<file path="src/rtl/sup_rst_pkg.sv">
// Package: shared types and helpers for the supply supervisor reset generator.
// Assumes: select width is fixed at two bits (four timeout scales).
package sup_rst_pkg;

    localparam int WD_SEL_W = 2;

    // Hold controller state: reset held (counting) or released (running).
    typedef enum logic {
        ST_HOLD = 1'b0,
        ST_RUN  = 1'b1
    } hold_state_e;

    // Largest watchdog timeout reachable by any select value.
    function automatic int unsigned wd_max_timeout(input int unsigned base);
        return base << ((1 << WD_SEL_W) - 1);
    endfunction

endpackage

</file>
<file path="src/rtl/sup_cs_edge.sv">
// Module: synchronizes the asynchronous chip-select line and flags its falling edge.
// Assumes: SYNC_STAGES >= 2; cs_n idles high, so the chain resets to ones.
module sup_cs_edge #(
    parameter int SYNC_STAGES = 2
) (
    input  logic clk,
    input  logic rst_n,
    input  logic cs_n,
    output logic cs_fall
);

    // stage[i] is flop i of the chain; stage[SYNC_STAGES] is the delayed copy for edge detection.
    logic [SYNC_STAGES:0] stage;

    for (genvar g = 0; g <= SYNC_STAGES; g++) begin : g_stage
        if (g == 0) begin : g_first
            // First flop: captures the raw line.
            always_ff @(posedge clk) begin
                if (!rst_n) stage[g] <= 1'b1;
                else        stage[g] <= cs_n;
            end
        end else begin : g_next
            // Later flops: move the sample one stage along.
            always_ff @(posedge clk) begin
                if (!rst_n) stage[g] <= 1'b1;
                else        stage[g] <= stage[g-1];
            end
        end
    end

    // Falling edge: the delayed copy is still high and the synchronized value is low.
    assign cs_fall = stage[SYNC_STAGES] & ~stage[SYNC_STAGES-1];

endmodule

</file>
<file path="src/rtl/sup_wdog.sv">
// Module: chip-select activity watchdog with a selectable timeout.
// Assumes: WDOG_BASE >= 2; clr is high whenever reset is active; fire is a level
// that the hold controller turns into a reset, and clr then clears the count.
module sup_wdog
    import sup_rst_pkg::*;
#(
    parameter int unsigned WDOG_BASE = 15_000_000
) (
    input  logic                clk,
    input  logic                rst_n,
    input  logic                en,
    input  logic                clr,
    input  logic                kick,
    input  logic [WD_SEL_W-1:0] sel,
    output logic                fire
);

    localparam int unsigned MAX_T = wd_max_timeout(WDOG_BASE);
    localparam int          CW    = $clog2(MAX_T + 1);

    logic [CW-1:0] wcnt;
    logic [CW-1:0] last;

    // Terminal count for the selected timeout.
    always_comb begin
        last = (CW'(WDOG_BASE) << sel) - CW'(1);
    end

    // Expiry: enabled, reset released, no restart in this cycle, count at terminal value.
    assign fire = en & ~clr & ~kick & (wcnt >= last);

    // Count cycles without a chip-select falling edge.
    always_ff @(posedge clk) begin
        if (!rst_n || !en || clr || kick) begin
            wcnt <= '0;
        end else if (!fire) begin
            wcnt <= wcnt + CW'(1);
        end
    end

endmodule

</file>
<file path="src/rtl/sup_hold_ctrl.sv">
// Module: shared hold-off timer for power-up, brownout and watchdog resets.
// Assumes: HOLD_CYC >= 2; supply_good is synchronous to clk.
module sup_hold_ctrl
    import sup_rst_pkg::*;
#(
    parameter int unsigned HOLD_CYC = 20_000_000
) (
    input  logic clk,
    input  logic rst_n,
    input  logic supply_good,
    input  logic wd_fire,
    output logic rst_act
);

    localparam int CW = $clog2(HOLD_CYC + 1);
    localparam logic [CW-1:0] LAST = CW'(HOLD_CYC - 1);

    hold_state_e   state;
    logic [CW-1:0] cnt;

    // Hold state and counter: supply loss always wins, a watchdog expiry restarts the hold.
    always_ff @(posedge clk) begin
        if (!rst_n || !supply_good) begin
            state <= ST_HOLD;
            cnt   <= '0;
        end else begin
            case (state)
                ST_HOLD: begin
                    if (cnt == LAST) begin
                        state <= ST_RUN;
                        cnt   <= '0;
                    end else begin
                        cnt <= cnt + CW'(1);
                    end
                end
                ST_RUN: begin
                    if (wd_fire) begin
                        state <= ST_HOLD;
                        cnt   <= '0;
                    end
                end
                default: begin
                    state <= ST_HOLD;
                    cnt   <= '0;
                end
            endcase
        end
    end

    // Reset is active in every cycle the controller holds.
    assign rst_act = (state == ST_HOLD);

endmodule

</file>
<file path="src/rtl/sup_reset_gen.sv">
// Module: top of the supply supervisor reset generator.
// Assumes: supply_ok and pwr_valid are already synchronous; cs_n may be asynchronous.
// ACTIVE_LOW chooses the output polarity at build time.
module sup_reset_gen
    import sup_rst_pkg::*;
#(
    parameter bit          ACTIVE_LOW  = 1'b1,
    parameter int unsigned HOLD_CYC    = 20_000_000,
    parameter int unsigned WDOG_BASE   = 15_000_000,
    parameter int          SYNC_STAGES = 2
) (
    input  logic                clk,
    input  logic                rst_n,
    input  logic                supply_ok,
    input  logic                pwr_valid,
    input  logic                cs_n,
    input  logic                wdog_en,
    input  logic [WD_SEL_W-1:0] wdog_sel,
    output logic                sys_rst
);

    logic supply_good;
    logic cs_fall;
    logic wd_fire;
    logic rst_act;

    // Supply counts as good only when both indications agree.
    assign supply_good = supply_ok & pwr_valid;

    sup_cs_edge #(
        .SYNC_STAGES(SYNC_STAGES)
    ) u_cs_edge (
        .clk    (clk),
        .rst_n  (rst_n),
        .cs_n   (cs_n),
        .cs_fall(cs_fall)
    );

    sup_wdog #(
        .WDOG_BASE(WDOG_BASE)
    ) u_wdog (
        .clk  (clk),
        .rst_n(rst_n),
        .en   (wdog_en),
        .clr  (rst_act),
        .kick (cs_fall),
        .sel  (wdog_sel),
        .fire (wd_fire)
    );

    sup_hold_ctrl #(
        .HOLD_CYC(HOLD_CYC)
    ) u_hold (
        .clk        (clk),
        .rst_n      (rst_n),
        .supply_good(supply_good),
        .wd_fire    (wd_fire),
        .rst_act    (rst_act)
    );

    // Output polarity chosen at build time.
    if (ACTIVE_LOW) begin : g_out_low
        assign sys_rst = ~rst_act;
    end else begin : g_out_high
        assign sys_rst = rst_act;
    end

endmodule

</file>
<file path="config.mk">
export PLATFORM = sky130hd
export DESIGN_NAME = sup_reset_gen
export DESIGN_NICKNAME = d
export VERILOG_FILES = /design/src/rtl/sup_rst_pkg.sv /design/src/rtl/sup_cs_edge.sv /design/src/rtl/sup_wdog.sv /design/src/rtl/sup_hold_ctrl.sv /design/src/rtl/sup_reset_gen.sv
export SDC_FILE = /design/constraint.sdc
export NUM_CORES = 1
export LEC_CHECK = 0
export ABC_AREA = 1
export BUFFER_PORTS_ARGS = -buffer_cell sky130_fd_sc_hd__buf_2
export CORE_ASPECT_RATIO = 1.4
export CORE_MARGIN = 4
export CORE_UTILIZATION = 50
export CTS_BUF_LIST = sky130_fd_sc_hd__clkbuf_4 sky130_fd_sc_hd__clkbuf_8
export DETAILED_ROUTE_END_ITERATION = 6
export GPL_TIMING_DRIVEN = 0
export PLACE_DENSITY = 0.77
export SLEW_MARGIN = 30
export SYNTH_ARGS = -nofsm -noshare
export SYNTH_HDL_FRONTEND = slang
export SYNTH_HIERARCHICAL = 1
export SYNTH_SLANG_ARGS = --single-unit
</file>
<file path="constraint.sdc">
create_clock -name clk -period 3.3 [get_ports clk]
set_clock_uncertainty 0.05 [all_clocks]
set_input_delay 0.33 -clock clk [delete_from_list [all_inputs] [get_ports clk]]
set_output_delay 0.33 -clock clk [all_outputs]
set_load 0.01 [all_outputs]
</file>
# ---- Word-level counts from Yosys, hierarchy flattened
# Index checks and enable logic that the tools add are counted.
dict set report totals {
  ff_bits 56
  latchBits 0
  ram_bits 0
  romBits 0
  in_bits 8
  output_inout_bits 1
  wordCells 34
  memories 0
}
dict set report classes {
  add_sub_neg 3
  n_mul 0
  div 0
  order_cmp 1
  n_eq_ne 2
  shifts 1
  muxes 6
  bitwise_logic 8
  n_reduce_logical 7
}
# operator count
set op_table {}
lappend op_table {{two-way mux 25 bit} 2}
lappend op_table {{one-hot mux 25 bit (2 select lines)} 1}
lappend op_table {{adder 27 x 1 -> 27 bit, second input constant} 1}
lappend op_table {{greater-or-equal comparator 27 bit} 1}
lappend op_table {{left shift 24 x 2 -> 27 bit, first input constant} 1}
lappend op_table {{subtractor 27 x 1 -> 27 bit, second input constant} 1}
lappend op_table {{adder 25 x 1 -> 25 bit, second input constant} 1}
lappend op_table {{equality test 25 bit, second input constant} 1}
lappend op_table {{AND 1 bit} 5}
lappend op_table {{logical OR 1 bit} 4}
lappend op_table {{zero test 1 bit} 3}
lappend op_table {{inverter 1 bit} 3}
lappend op_table {{two-way mux 1 bit} 2}
lappend op_table {{inequality test 2 x 1 -> 1 bit, second input constant} 1}
lappend op_table {{one-hot mux 1 bit (2 select lines)} 1}

# ---- Logic depth before layout (Yosys ltp)
# Gate-level depths: netlist of the first run.
dict set report logic_depth {
  depth_word 7
  ltp_mapped 20
}

# ---- Cells and area by module
# Netlist of the first run, hierarchy kept.
# module n_inst cells_per_inst area_per_inst_um2 seq_area_each_um2
set modules_own_cells {}
lappend modules_own_cells {sup_wdog 1 374 2411.1 540.5}
lappend modules_own_cells {sup_hold_ctrl 1 291 1727.9 520.5}
lappend modules_own_cells {sup_cs_edge 1 11 90.1 60.1}
lappend modules_own_cells {sup_reset_gen 1 3 11.3 0.0}

# ---- Worst setup path after synthesis of the first run
# No wires, ideal clock.
dict set report synth_timing {
  kind {input -> register}
  from {in wdog_sel[1]}
  to {reg u_hold.cnt[15]}
  arrival_time_ns 2.578
  path_slack_ns 0.602
  stages 16
  n_path_buf 3
  cell_sequence {inv_1 ha_1 ha_1 a21o_1 nor2_1 nand2_1 nand2_1 nand4_4 nand2_4 inv_1 buf_4 nor2_1 buf_2 buf_4 nand2_1 a21oi_1}
}
dict set report synth_between {
  elab_chain_cells 5
}
# item line_no
set synth_rtl {}
lappend synth_rtl {{start: declaration} sup_reset_gen.sv:18} ;# input logic [WD_SEL_W-1:0] wdog_sel,
lappend synth_rtl {{left shift 24 x 2 -> 27 bit} sup_wdog.sv:26} ;# last = (CW'(WDOG_BASE) << sel) - CW'(1);
lappend synth_rtl {{subtractor 27 x 1 -> 27 bit} sup_wdog.sv:26}
lappend synth_rtl {{greater-or-equal comparator 27 bit} sup_wdog.sv:30} ;# assign fire = en & ~clr & ~kick & (wcnt >= last);
lappend synth_rtl {{AND 1 bit} sup_wdog.sv:30}
lappend synth_rtl {{net wd_fire} sup_reset_gen.sv:24} ;# logic wd_fire;
lappend synth_rtl {{inequality test 2 x 1 -> 1 bit (no line)} --}
lappend synth_rtl {{end signal: assignment} sup_hold_ctrl.sv:33} ;# cnt <= cnt + CW'(1);
lappend synth_rtl {{end: declaration} sup_hold_ctrl.sv:19} ;# logic [CW-1:0] cnt;
# The timed path passes the listed nets, and every way through them passes these cells.
# A chain may end at the register's enable or synchronous reset.

# ---- Worst setup path in the final report of the first run
dict set report layout_timing {
  from {in wdog_sel[1]}
  to {reg u_hold.cnt[3]}
}
# Same word-level chain as after synthesis.

==> results_dict.tcl, run 1 <==
set metrics [dict create \
    p_comb_share_pct 4.9 \
    io_buffer_count 8 \
    seq_power_share_pct 60.1 \
    syn-instance-count 679 \
    internal_power_mw 0.865 \
    tritoncts "done" \
    grt_first_pass_wirelength_um 18700 \
    grt_pass1_vias 4111 \
    power.switching_fraction_pct 23.5 \
    sum_of_net_half_perimeters_after_detailed_placement_um 8850 \
    top_level_port_count 9 \
    drv.max_cap_violation_count 0 \
    vdd_drop_max_mv 0.175 \
    post-synth-top-count-cell "nand2_1" \
    postSynth.asyncResetShare_pct 0 \
    syn_area_per_cell_um2 6.24 \
    overflow 0 \
    power_density_nw_per_um2 251 \
    clkPwrFrac_pct 35.0 \
    cts.root.buffer_cell "clkbuf_8" \
    die_width_um 85.8 \
    drt_first_pass_iters 4 \
    min_path_type "input port to flip-flop" \
    cts.clk_slew.worst_paths_ns 0.10 \
    post_route_cells_drive_above_1_share_pct 7.78 \
    post-route-min-period_ns 3.08 \
    finish.cell_count_without_fillers 796 \
    number_of_synthesized_flops_with_an_enable_pin 0 \
    synth_top_area_share_pct 26.4 \
    report.final.setup_viol 0 \
    outcome "complete, no violations" \
    tightestPinTransition_ns 0.566 \
    area_contributors_post_synth "dfxtp_1 (26%), nand2_1 (17%), nor2_1 (9.8%), ha_1 (9.1%), inv_1 (6.8%)" \
    synth_top_cells_by_count "nand2_1 (194), nor2_1 (111), inv_1 (77), dfxtp_1 (56), nand3_1 (48)" \
    layout.area.seq_um2 1120 \
    cts.htree.levels 2 \
    setup_total_negative_slack_ns 0 \
    ordered_cell_list_for_the_critical_path "buf_2, inv_1, ha_1, ha_1, nand2_1, inv_1, nand2_1, a21oi_1, nor2_1, nand4_4, nand2_4, inv_1, buf_4, nor2_2, clkbuf_4, buf_4, nand2_1, a21oi_1" \
    synth.yosys.seq_area_share_pct 26.4 \
    hold_viol_final 0 \
    drc_errors 0 \
    grt.total_usage_pct 23.6 \
    number_of_vias_per_cell_after_detailed_routing 5.30 \
    cts_buffers 5 \
    initial_utilization_pct 51.7 \
    layout.nets 733 \
    power.switching_mw 0.265 \
    synth_fp_nets 718 \
    antenna-diode-count 0 \
    floorplan_die_height_um 117 \
    floorplan.core_area_um2 8200 \
    yosys_register_bits 56 \
    clock-sinks 56 \
    vias_after_detailed_routing 4215 \
    clock_insertion_delay_worst_skew_ns 0.32 \
    synth_warnings 6 \
    drt.antenna.violating_nets 0 \
    post-cts-setup-buffer-count 0 \
    pin_count_of_the_biggest_net_entering_global_routing 17 \
    ys_types 31 \
    critical_path.max_stage_delay_ns 0.33 \
    critical-path-top-delay-family "buffers and inverters" \
    criticalPathCategory "input port to flip-flop" \
    area_used_by_multi_input_combinational_logic_um2 2730 \
    worstSetupStartpointType "input port" \
    finalMaxSlewViolations 0 \
    final_routed_wirelength_across_all_metal_layers_um 11200 \
    grt_antenna_before_repair 0 \
    wl_per_cell_um 14.0 \
    post_synthesis_cell_area_um2 4240 \
    critical_path.slowest_cell "ha_1" \
    slew_headroom_pct 62.3 \
    dieArea_um2 10000 \
    p_leak_nw 1.82 \
    clockBufferDepth 2 \
    min_period_over_period_pct 93.4 \
    cp-end-kind "flip-flop" \
    setup_repair_after_global_routing_missed_its_margin "false" \
    place_inst 789 \
    layout_area_overhead_pct 6.23 \
    dominantRegCellSynth "dfxtp_1" \
    crit_path_max_fanout 10 \
    timing.critical_path.buf_inv 7 \
    cell_taking_the_most_area_after_synthesis "dfxtp_1" \
    rows 39 \
    clock.fmax_mhz 324 \
    worst_ep_arrival_time_ns 3.28 \
    crit_required_ns 3.50 \
    fillers 846 \
    drt_first_iter_violations 223 \
    routabilityCongestion 1.06 \
]
state kept, by name, indices dropped and copies added (netlist names):
register	count
u_wdog/wcnt	27
u_hold/cnt	25
u_cs_edge/stage	3
u_hold/state	1
power groups by stage:
stage | Clock (mW) | Combinational [mW] | Sequential, mW
3_5_place_dp | 0 | 0.0550 | 0.695
4_1_cts | 0.412 | 0.0555 | 0.679
6_report | 0.395 | 0.0559 | 0.679
5_1_grt | 0.436 | 0.0640 | 0.680
2_1_floorplan | 0 | 0.0362 | 0.694
3_3_place_gp | 0 | 0.0530 | 0.695
cell type report:
cell class                 instances  area share (%)
buffer                            15            2.11
clock buffer                       6            1.83
clock inverter                     1           0.194
inverter                          80            6.67
multi-input combinational        528            60.6
sequential                        56            24.9
tap                              102            2.83
timing repair buffer               8           0.889
worst register-to-register path, stage by stage, from the launching register on:
cell and delay, ns:
dfxtp_1 0.47, ha_1 0.31, a21o_1 0.18, nor2_1 0.11
nand3_1 0.10, nand2_2 0.09, nand4_4 0.19, nand2_4 0.12
inv_1 0.05, buf_4 0.17, nor2_2 0.18, clkbuf_4 0.25
buf_4 0.21, nand2_1 0.07, a21oi_1 0.15
kinds of logic after synthesis:
family | after synthesis | synth area share (%)
buffers and inverters | 95 | 9.27
DFF | 56 | 26.4
adders and majority gates | 31 | 9.15
AOI/OAI and AO/OA | 56 | 6.88
xor gates and xnor gates | 30 | 6.20
other | 1 | 0.0884
and+or+nand+nor | 410 | 42.0
path summary, 6_finish.rpt:
kind / from / end / slack [ns] / cells past startpoint
worst min-delay path: cs_n / u_cs_edge/stage[0]$_SDFF_PN1_ / 0.13 / 3
worst max-delay path: wdog_sel[1] / u_hold/cnt[3]$_SDFFE_PP0P_ / 0.22 / 18
worst min register to register: u_cs_edge/stage[0]$_SDFF_PN1_ / u_cs_edge/stage[1]$_SDFF_PN1_ / 0.36 / 2
worst max register to register: u_wdog/wcnt[10]$_SDFFE_PP0N_ / u_hold/cnt[3]$_SDFFE_PP0P_ / 0.52 / 14
per-stage QoR:
stage          power, mW  cell area [um^2]  worst slack [ns]  hold slack (ns)  util (%)
2_1_floorplan      0.730              4240             0.602            0.330         -
6_report            1.13              4500             0.217            0.132      54.9
5_1_grt             1.18              4500            0.0504            0.148      54.9
3_3_place_gp       0.748              4410            -0.112            0.331      53.8
3_5_place_dp       0.750              4410            -0.208            0.342      53.8
4_1_cts             1.15              4500             0.144            0.123      54.9
routing by layer:
layer | global-route usage (%) | share of wire [%] | vias up
li1 | - | - | 2170
met1 | 23.7 | 38 | 1895
met2 | 44.6 | 52 | 107
met3 | 2.66 | 3.5 | 43
met4 | 17.4 | 6.5 | 0
met5 | 0 | 0 | -
layout by cell type, fill, tap and decap left out, drive strengths merged, types with 7 or more instances in the layout:
cell type / netlist / final
xor2: 23 / 23
clkbuf: 4 / 11
o21ai: 11 / 11
a21oi: 42 / 42
dfxtp: 56 / 56
nand3: 48 / 48
nor3: 13 / 13
nand4: 17 / 17
ha: 31 / 31
buf: 11 / 18
xnor2: 7 / 7
nand2: 204 / 204
inv: 80 / 80
nor2: 122 / 122
what timing repair did:
item | 4_1_cts | 5_1_grt
endpoints found under the setup margin | 0 | 10
resized for setup | 0 | 2
hold buffers | 0 | 0
Power figures use the tool's default switching activity.
==> inputs of run 2 (changes only) <==
--- a/config.mk
+++ b/config.mk
@@ -17,5 +17,4 @@
 export SLEW_MARGIN = 30
 export SYNTH_ARGS = -nofsm -noshare
 export SYNTH_HDL_FRONTEND = slang
-export SYNTH_HIERARCHICAL = 1
 export SYNTH_SLANG_ARGS = --single-unit
==> results_dict.tcl, run 2 <==
set metrics [dict create \
    yosys.area_share.simple_pct 39.7 \
    wl_per_cell_um 13.0 \
    overflow 0 \
    cell_taking_the_most_area_after_synthesis "dfxtp_1" \
    antenna-diode-count 0 \
    synth_top_cells_by_count "nand2_1 (145), nand3_1 (79), nor2_1 (70), inv_1 (63), a21oi_1 (57)" \
    vdd_drop_max_mv 0.196 \
    worst_ep_arrival_time_ns 2.64 \
    syn-instance-count 605 \
    layout_top_registers "u_wdog.wcnt: 27 flops, u_hold.cnt: 25 flops, u_cs_edge.stage: 3 flops" \
    clock-sinks 56 \
    layout.nets 659 \
    min_period_over_period_pct 74.4 \
    clock_insertion_delay_worst_skew_ns 0.31 \
    cp-end-kind "flip-flop" \
    drt_first_iter_violations 272 \
    slew_headroom_pct 65.5 \
    synth_top_area_share_pct 28.3 \
    area_contributors_post_synth "dfxtp_1 (28%), nand2_1 (14%), nand3_1 (10%), ha_1 (9.8%), a21oi_1 (7.2%)" \
    synth_warnings 0 \
    postSynth.asyncResetShare_pct 0 \
    finalMaxSlewViolations 0 \
    cts_buffers 5 \
    post-cts-setup-buffer-count 0 \
    finish.cell_count_without_fillers 721 \
    leading_cell_type_in_the_layout_fill_and_taps_excluded "nand2_1" \
    post_synthesis_cell_area_um2 3970 \
    grt_pass1_vias 3668 \
    synthAdderAreaFrac_pct 9.78 \
    resized_cells_post_cts 0 \
    rows 38 \
    worst_setup_path_startpoint "wdog_sel[1]" \
    r2r_start "u_wdog.wcnt[20]$_SDFFE_PP0N_" \
    dieArea_um2 9440 \
    crit_required_ns 3.49 \
    most-common-layout-cells "nand2_1 (145), nand3_1 (79), nor2_1 (70), inv_1 (63), a21oi_1 (57)" \
    tightestPinTransition_ns 0.517 \
    setup_total_negative_slack_ns 0 \
    yosys_register_bits 56 \
    grt_first_pass_wirelength_um 15900 \
    drc_errors 0 \
    synth_mux_area_share_pct 0 \
    setup_repair_after_global_routing_missed_its_margin "false" \
    clockBufferDepth 2 \
    cts.htree.levels 2 \
    criticalPathCategory "input port to flip-flop" \
    post_synthesis_xor_xnor_area_fraction_pct 1.99 \
    number_of_synthesized_flops_with_an_enable_pin 0 \
    worstSetupStartpointType "input port" \
    syn_area_per_cell_um2 6.56 \
    pin_count_of_the_biggest_net_entering_global_routing 17 \
    post_route_cells_drive_above_1_share_pct 9.82 \
    cts_hold_buf 0 \
    io_buffer_count 8 \
    place_inst 713 \
    ys_types 36 \
    hold_viol_final 0 \
    vias_after_detailed_routing 3919 \
    outcome "complete, no violations" \
    synth_fp_nets 644 \
    registers.top_by_ff_count "u_wdog.wcnt" \
    setup.worst_path.end "u_wdog.wcnt[17]$_SDFFE_PP0N_" \
    dominant_combinational_cell_family_by_area_after_synthesis "simple AND/OR/NAND/NOR gates" \
    setup_slack_reg_to_reg_ns 1.14 \
    report.final.setup_viol 0 \
    tritoncts "done" \
    post-route-min-period_ns 2.46 \
    drv.max_cap_violation_count 0 \
    grt.total_usage_pct 20.1 \
    cts.clk_slew.worst_paths_ns 0.10 \
    sum_of_net_half_perimeters_after_detailed_placement_um 7320 \
    reg2regPathDepth 11 \
    post-synth-top-count-cell "nand2_1" \
    synth_compound_gate_area_share_pct 11.5 \
    drt.antenna.violating_nets 0 \
    crit_path_max_fanout 10 \
    layout_area_overhead_pct 6.62 \
    p_leak_nw 1.62 \
    floorplan_die_height_um 113 \
    timing.rr.end "u_wdog.wcnt[17]$_SDFFE_PP0N_" \
    floorplan.core_area_um2 7750 \
    routabilityCongestion 0.968 \
    min_path_type "input port to flip-flop" \
    final_routed_wirelength_across_all_metal_layers_um 9350 \
    fin_total_pwr_mw 1.14 \
    die_width_um 83.3 \
    power_density_nw_per_um2 269 \
    number_of_vias_per_cell_after_detailed_routing 5.44 \
    drt_first_pass_iters 4 \
    dominantRegCellSynth "dfxtp_1" \
    clock.fmax_mhz 407 \
    top_level_port_count 9 \
    initial_utilization_pct 51.2 \
    grt_antenna_before_repair 0 \
    largest_reg_flops 27 \
    synth.yosys.seq_area_share_pct 28.3 \
    cts.root.buffer_cell "clkbuf_8" \
]
[run 2: cell count changes in the layout (fill, tap and decap cells not counted), sizes merged, moves of 3 or more]
| cell | delta |
|---|---|
| nand2 | -55 |
| nor2 | -43 |
| nand3 | +35 |
| xor2 | -20 |
| a21oi | +18 |
| inv | -13 |
| o21ai | +9 |
| nand4 | -3 |
| nor3 | +3 |
| nor3b | -3 |
[run 2: cell families (layout without fill, tap and decap cells)]
kind of cell               count (synthesis)  in the layout
buffers and inverters                     81             97
xor gates and xnor gates                   9              9
DFF                                       56             56
other                                      1              1
adders and majority gates                 31             31
AOI/OAI and AO/OA                         84             84
and+or+nand+nor                          343            343
[run 2: cell type report]
type                    count  area, um^2
flip-flops and latches     56        1120
inverters                  68         260
well taps                 100         125
plain buffers              13        85.1
repair buffers              8        40.0
multi-input cells         468        2500
clock inverters             1        7.51
fillers                   761        3520
clock buffers               7        90.1
[run 2: worst min-delay path by stage]
| stage | from | endpoint | slack [ns] | cells after the start |
|---|---|---|---|---|
| CTS | cs_n | u_cs_edge.stage[0]$_SDFF_PN1_ | 0.14 | 3 |
| floorplan | u_cs_edge.stage[0]$_SDFF_PN1_ | u_cs_edge.stage[1]$_SDFF_PN1_ | 0.33 | 2 |
| global placement | u_cs_edge.stage[0]$_SDFF_PN1_ | u_cs_edge.stage[1]$_SDFF_PN1_ | 0.33 | 2 |
| detailed placement | u_cs_edge.stage[0]$_SDFF_PN1_ | u_cs_edge.stage[1]$_SDFF_PN1_ | 0.34 | 2 |
| global route | cs_n | u_cs_edge.stage[0]$_SDFF_PN1_ | 0.15 | 3 |
| finish | cs_n | u_cs_edge.stage[0]$_SDFF_PN1_ | 0.14 | 3 |
[run 2: report_power, final]
part | leakage [nW] | switching, mW | internal, mW | total, mW
clock network | 0.0479 | 0.225 | 0.180 | 0.405
logic | 1.12 | 0.0337 | 0.0185 | 0.0522
registers | 0.452 | 0.00161 | 0.677 | 0.679
[run 2: worst max-delay path, stage by stage]
cell and delay (ns):
buf_2 0.18, inv_1 0.18, ha_1 0.38, ha_1 0.31, nand2_1 0.08, inv_1 0.05, nand2_1 0.06, nand2_1 0.05
a21oi_1 0.20, nand4_2 0.21, nand2_4 0.16, buf_2 0.23, nand2_1 0.08, a21oi_1 0.15
[run 2: layer usage]
layer	vias up	part of all wire [%]	track usage [%]
met3	28	2.6	1.88
li1	2020	-	-
met1	1788	41	22.2
met5	-	0	0
met4	0	3.2	9.16
met2	83	53	38.3
[run 2: through the flow]
| stage | instance area, um^2 | setup WS (ns) | hold slack [ns] | utilization (%) |
|---|---|---|---|---|
| after floorplan | 3970 | 1.16 | 0.330 | - |
| after global placement | 4130 | 0.612 | 0.333 | 53.3 |
| after detailed placement | 4130 | 0.513 | 0.343 | 53.3 |
| after CTS | 4230 | 0.845 | 0.137 | 54.6 |
| after global routing | 4230 | 0.672 | 0.154 | 54.6 |
| final | 4230 | 0.844 | 0.140 | 54.6 |
==> inputs of run 3 (changes only) <==
==> constraint.sdc (replaced) <==
create_clock -name clk -period 2.4 [get_ports clk]
set_clock_uncertainty 0.05 [all_clocks]
set_input_delay 0.24 -clock clk [delete_from_list [all_inputs] [get_ports clk]]
set_output_delay 0.24 -clock clk [all_outputs]
set_load 0.01 [all_outputs]
==> results_dict.tcl, run 3 (synthesis results as in run 2) <==
set metrics [dict create \
    outcome "complete, no violations" \
    vdd_drop_max_mv 0.276 \
    floorplan.core_area_um2 7750 \
    min_period_over_period_pct 94.3 \
    detailedPlace.worstSlack_ns -0.297 \
    timing.rr.end "u_wdog.wcnt[17]$_SDFFE_PP0N_" \
    overflow 0 \
    grt_first_pass_wirelength_um 15900 \
    drv.max_cap_violation_count 0 \
    top_level_port_count 9 \
    cts_hold_buf 0 \
    area_used_by_multi_input_combinational_logic_um2 2520 \
    layout.nets 661 \
    post_route_cells_drive_above_1_share_pct 10.8 \
    drc_errors 0 \
    r2r_start "u_wdog.wcnt[10]$_SDFFE_PP0N_" \
    sum_of_net_half_perimeters_after_detailed_placement_um 7320 \
    setup.worst_path.end "u_wdog.wcnt[17]$_SDFFE_PP0N_" \
    tightestPinTransition_ns 0.514 \
    cts_buffers 5 \
    wl_per_cell_um 13.0 \
    worstSetupPathDepth 15 \
    grt_pass1_vias 3668 \
    rows 38 \
    final_design_area_no_fill_um2 4270 \
    dpl-instance-area_um2 4130 \
    setup_slack_reg_to_reg_ns 0.21 \
    routabilityCongestion 0.968 \
    io_buffer_count 8 \
    worst_ep_arrival_time_ns 2.45 \
    largest_reg_flops 27 \
    cts.root.buffer_cell "clkbuf_8" \
    layout.core_utilization_pct 55.1 \
    tritoncts "done" \
    fillers 753 \
    pin_count_of_the_biggest_net_entering_global_routing 17 \
    hold_viol_final 0 \
    cts.htree.levels 2 \
    floorplan_die_height_um 113 \
    power_density_nw_per_um2 368 \
    critical_path.max_stage_delay_ns 0.32 \
    grt_antenna_before_repair 0 \
    registers.top_by_ff_count "u_wdog.wcnt" \
    clock-sinks 56 \
    drt_first_pass_iters 5 \
    timing.critical_path.buf_inv 4 \
    setup_slack_ns 0.137 \
    post-route-min-period_ns 2.26 \
    reg2regPathDepth 10 \
    crit_required_ns 2.59 \
    layout_top_registers "u_wdog.wcnt: 27 flops, u_hold.cnt: 25 flops, u_cs_edge.stage: 3 flops" \
    cts.clk_slew.worst_paths_ns 0.10 \
    fin_total_pwr_mw 1.57 \
    criticalPathCategory "input port to flip-flop" \
    grt.total_usage_pct 20.1 \
    layout_area_overhead_pct 7.60 \
    die_width_um 83.3 \
    final_routed_wirelength_across_all_metal_layers_um 9380 \
    setup_total_negative_slack_ns 0 \
    cp-end-kind "flip-flop" \
    p_leak_nw 1.62 \
    critical_path.slowest_cell "ha_4" \
    leading_cell_type_in_the_layout_fill_and_taps_excluded "nand2_1" \
    finalMaxSlewViolations 0 \
    slew_headroom_pct 65.7 \
    antenna-diode-count 0 \
    ordered_cell_list_for_the_critical_path "clkbuf_4, clkinvlp_4, ha_4, inv_1, ha_1, nand2_1, nor2_1, nand3_1, nand3_1, nand2_1, nand4_2, nand2_4, buf_2, nand2_1, a21oi_1" \
    clockBufferDepth 2 \
    crit_path_max_fanout 10 \
    clock_insertion_delay_worst_skew_ns 0.31 \
    critical-path-top-delay-family "simple AND/OR/NAND/NOR gates" \
    vias_after_detailed_routing 3928 \
    drt.antenna.violating_nets 0 \
    crit_top_cell "nand2_1" \
    min_path_type "input port to flip-flop" \
    drt_first_iter_violations 285 \
    worstSetupStartpointType "input port" \
    initial_utilization_pct 51.2 \
    number_of_vias_per_cell_after_detailed_routing 5.43 \
    setup_repair_after_global_routing_missed_its_margin "true" \
    report.final.setup_viol 0 \
    dieArea_um2 9440 \
    most-common-layout-cells "nand2_1 (144), nand3_1 (79), nor2_1 (70), inv_1 (62), a21oi_1 (57)" \
    worst_setup_path_startpoint "wdog_sel[1]" \
    layout.area.seq_um2 1120 \
    clock.fmax_mhz 442 \
]
-- run 3: cell types whose count changed in the layout (fill, tap and decap cells not counted), sizes merged --
cell / delta
clkbuf: +1
inv: -1
clkinvlp: +1
buf: +1
-- run 3: tightest hold or removal path: cells and delay by family --
kind / cells / cell delay (ns)
buffers and inverters: 2 / 0.11
AND/OR/NAND/NOR: 1 / 0.04
-- run 3: worst min path at each step --
| stage | from | to | slack [ns] | cells past startpoint |
|---|---|---|---|---|
| final | cs_n | u_cs_edge.stage[0]$_SDFF_PN1_ | 0.05 | 3 |
| after global routing | cs_n | u_cs_edge.stage[0]$_SDFF_PN1_ | 0.06 | 3 |
| after CTS | cs_n | u_cs_edge.stage[0]$_SDFF_PN1_ | 0.05 | 3 |
| after detailed placement | u_cs_edge.stage[0]$_SDFF_PN1_ | u_cs_edge.stage[1]$_SDFF_PN1_ | 0.34 | 2 |
| after global placement | u_cs_edge.stage[0]$_SDFF_PN1_ | u_cs_edge.stage[1]$_SDFF_PN1_ | 0.33 | 2 |
| after floorplan | rst_n | u_cs_edge.stage[0]$_SDFF_PN1_ | 0.26 | 1 |
-- run 3: cell type report --
type | count | share of cell area [%]
Timing Repair Buffer | 10 | 1.35
Clock buffer | 7 | 2.11
Tap cell | 100 | 2.93
Inverter | 68 | 6.19
Buffer | 13 | 1.99
Clock inverter | 1 | 0.176
Sequential cell | 56 | 26.3
Multi-Input combinational cell | 468 | 59.0
-- run 3: metal layers --
metal / track usage (%) / up-vias / routed length (um)
met4: 9.16 / 0 / 280
met5: 0 / - / 0
met3: 1.88 / 26 / 212
li1: - / 2027 / -
met2: 38.3 / 75 / 4970
met1: 22.2 / 1800 / 3920
-- run 3: power by group --
| group | leakage, nW | switching (mW) | total [mW] | internal [mW] |
|---|---|---|---|---|
| Sequential | 0.452 | 0.00218 | 0.934 | 0.931 |
| Combinational | 1.12 | 0.0482 | 0.0784 | 0.0303 |
| Clock | 0.0479 | 0.313 | 0.560 | 0.247 |
-- run 3: timing repair --
item	CTS	global route
setup buffers	0	2
endpoints found under the setup margin	0	52
resized for setup	0	5
-- run 3: metrics by stage --
step	hold slack, ns	cells
2_1_floorplan	0.259	605
3_3_place_gp	0.333	713
3_5_place_dp	0.343	713
4_1_cts	0.0468	721
5_1_grt	0.0638	723
6_report	0.0479	723
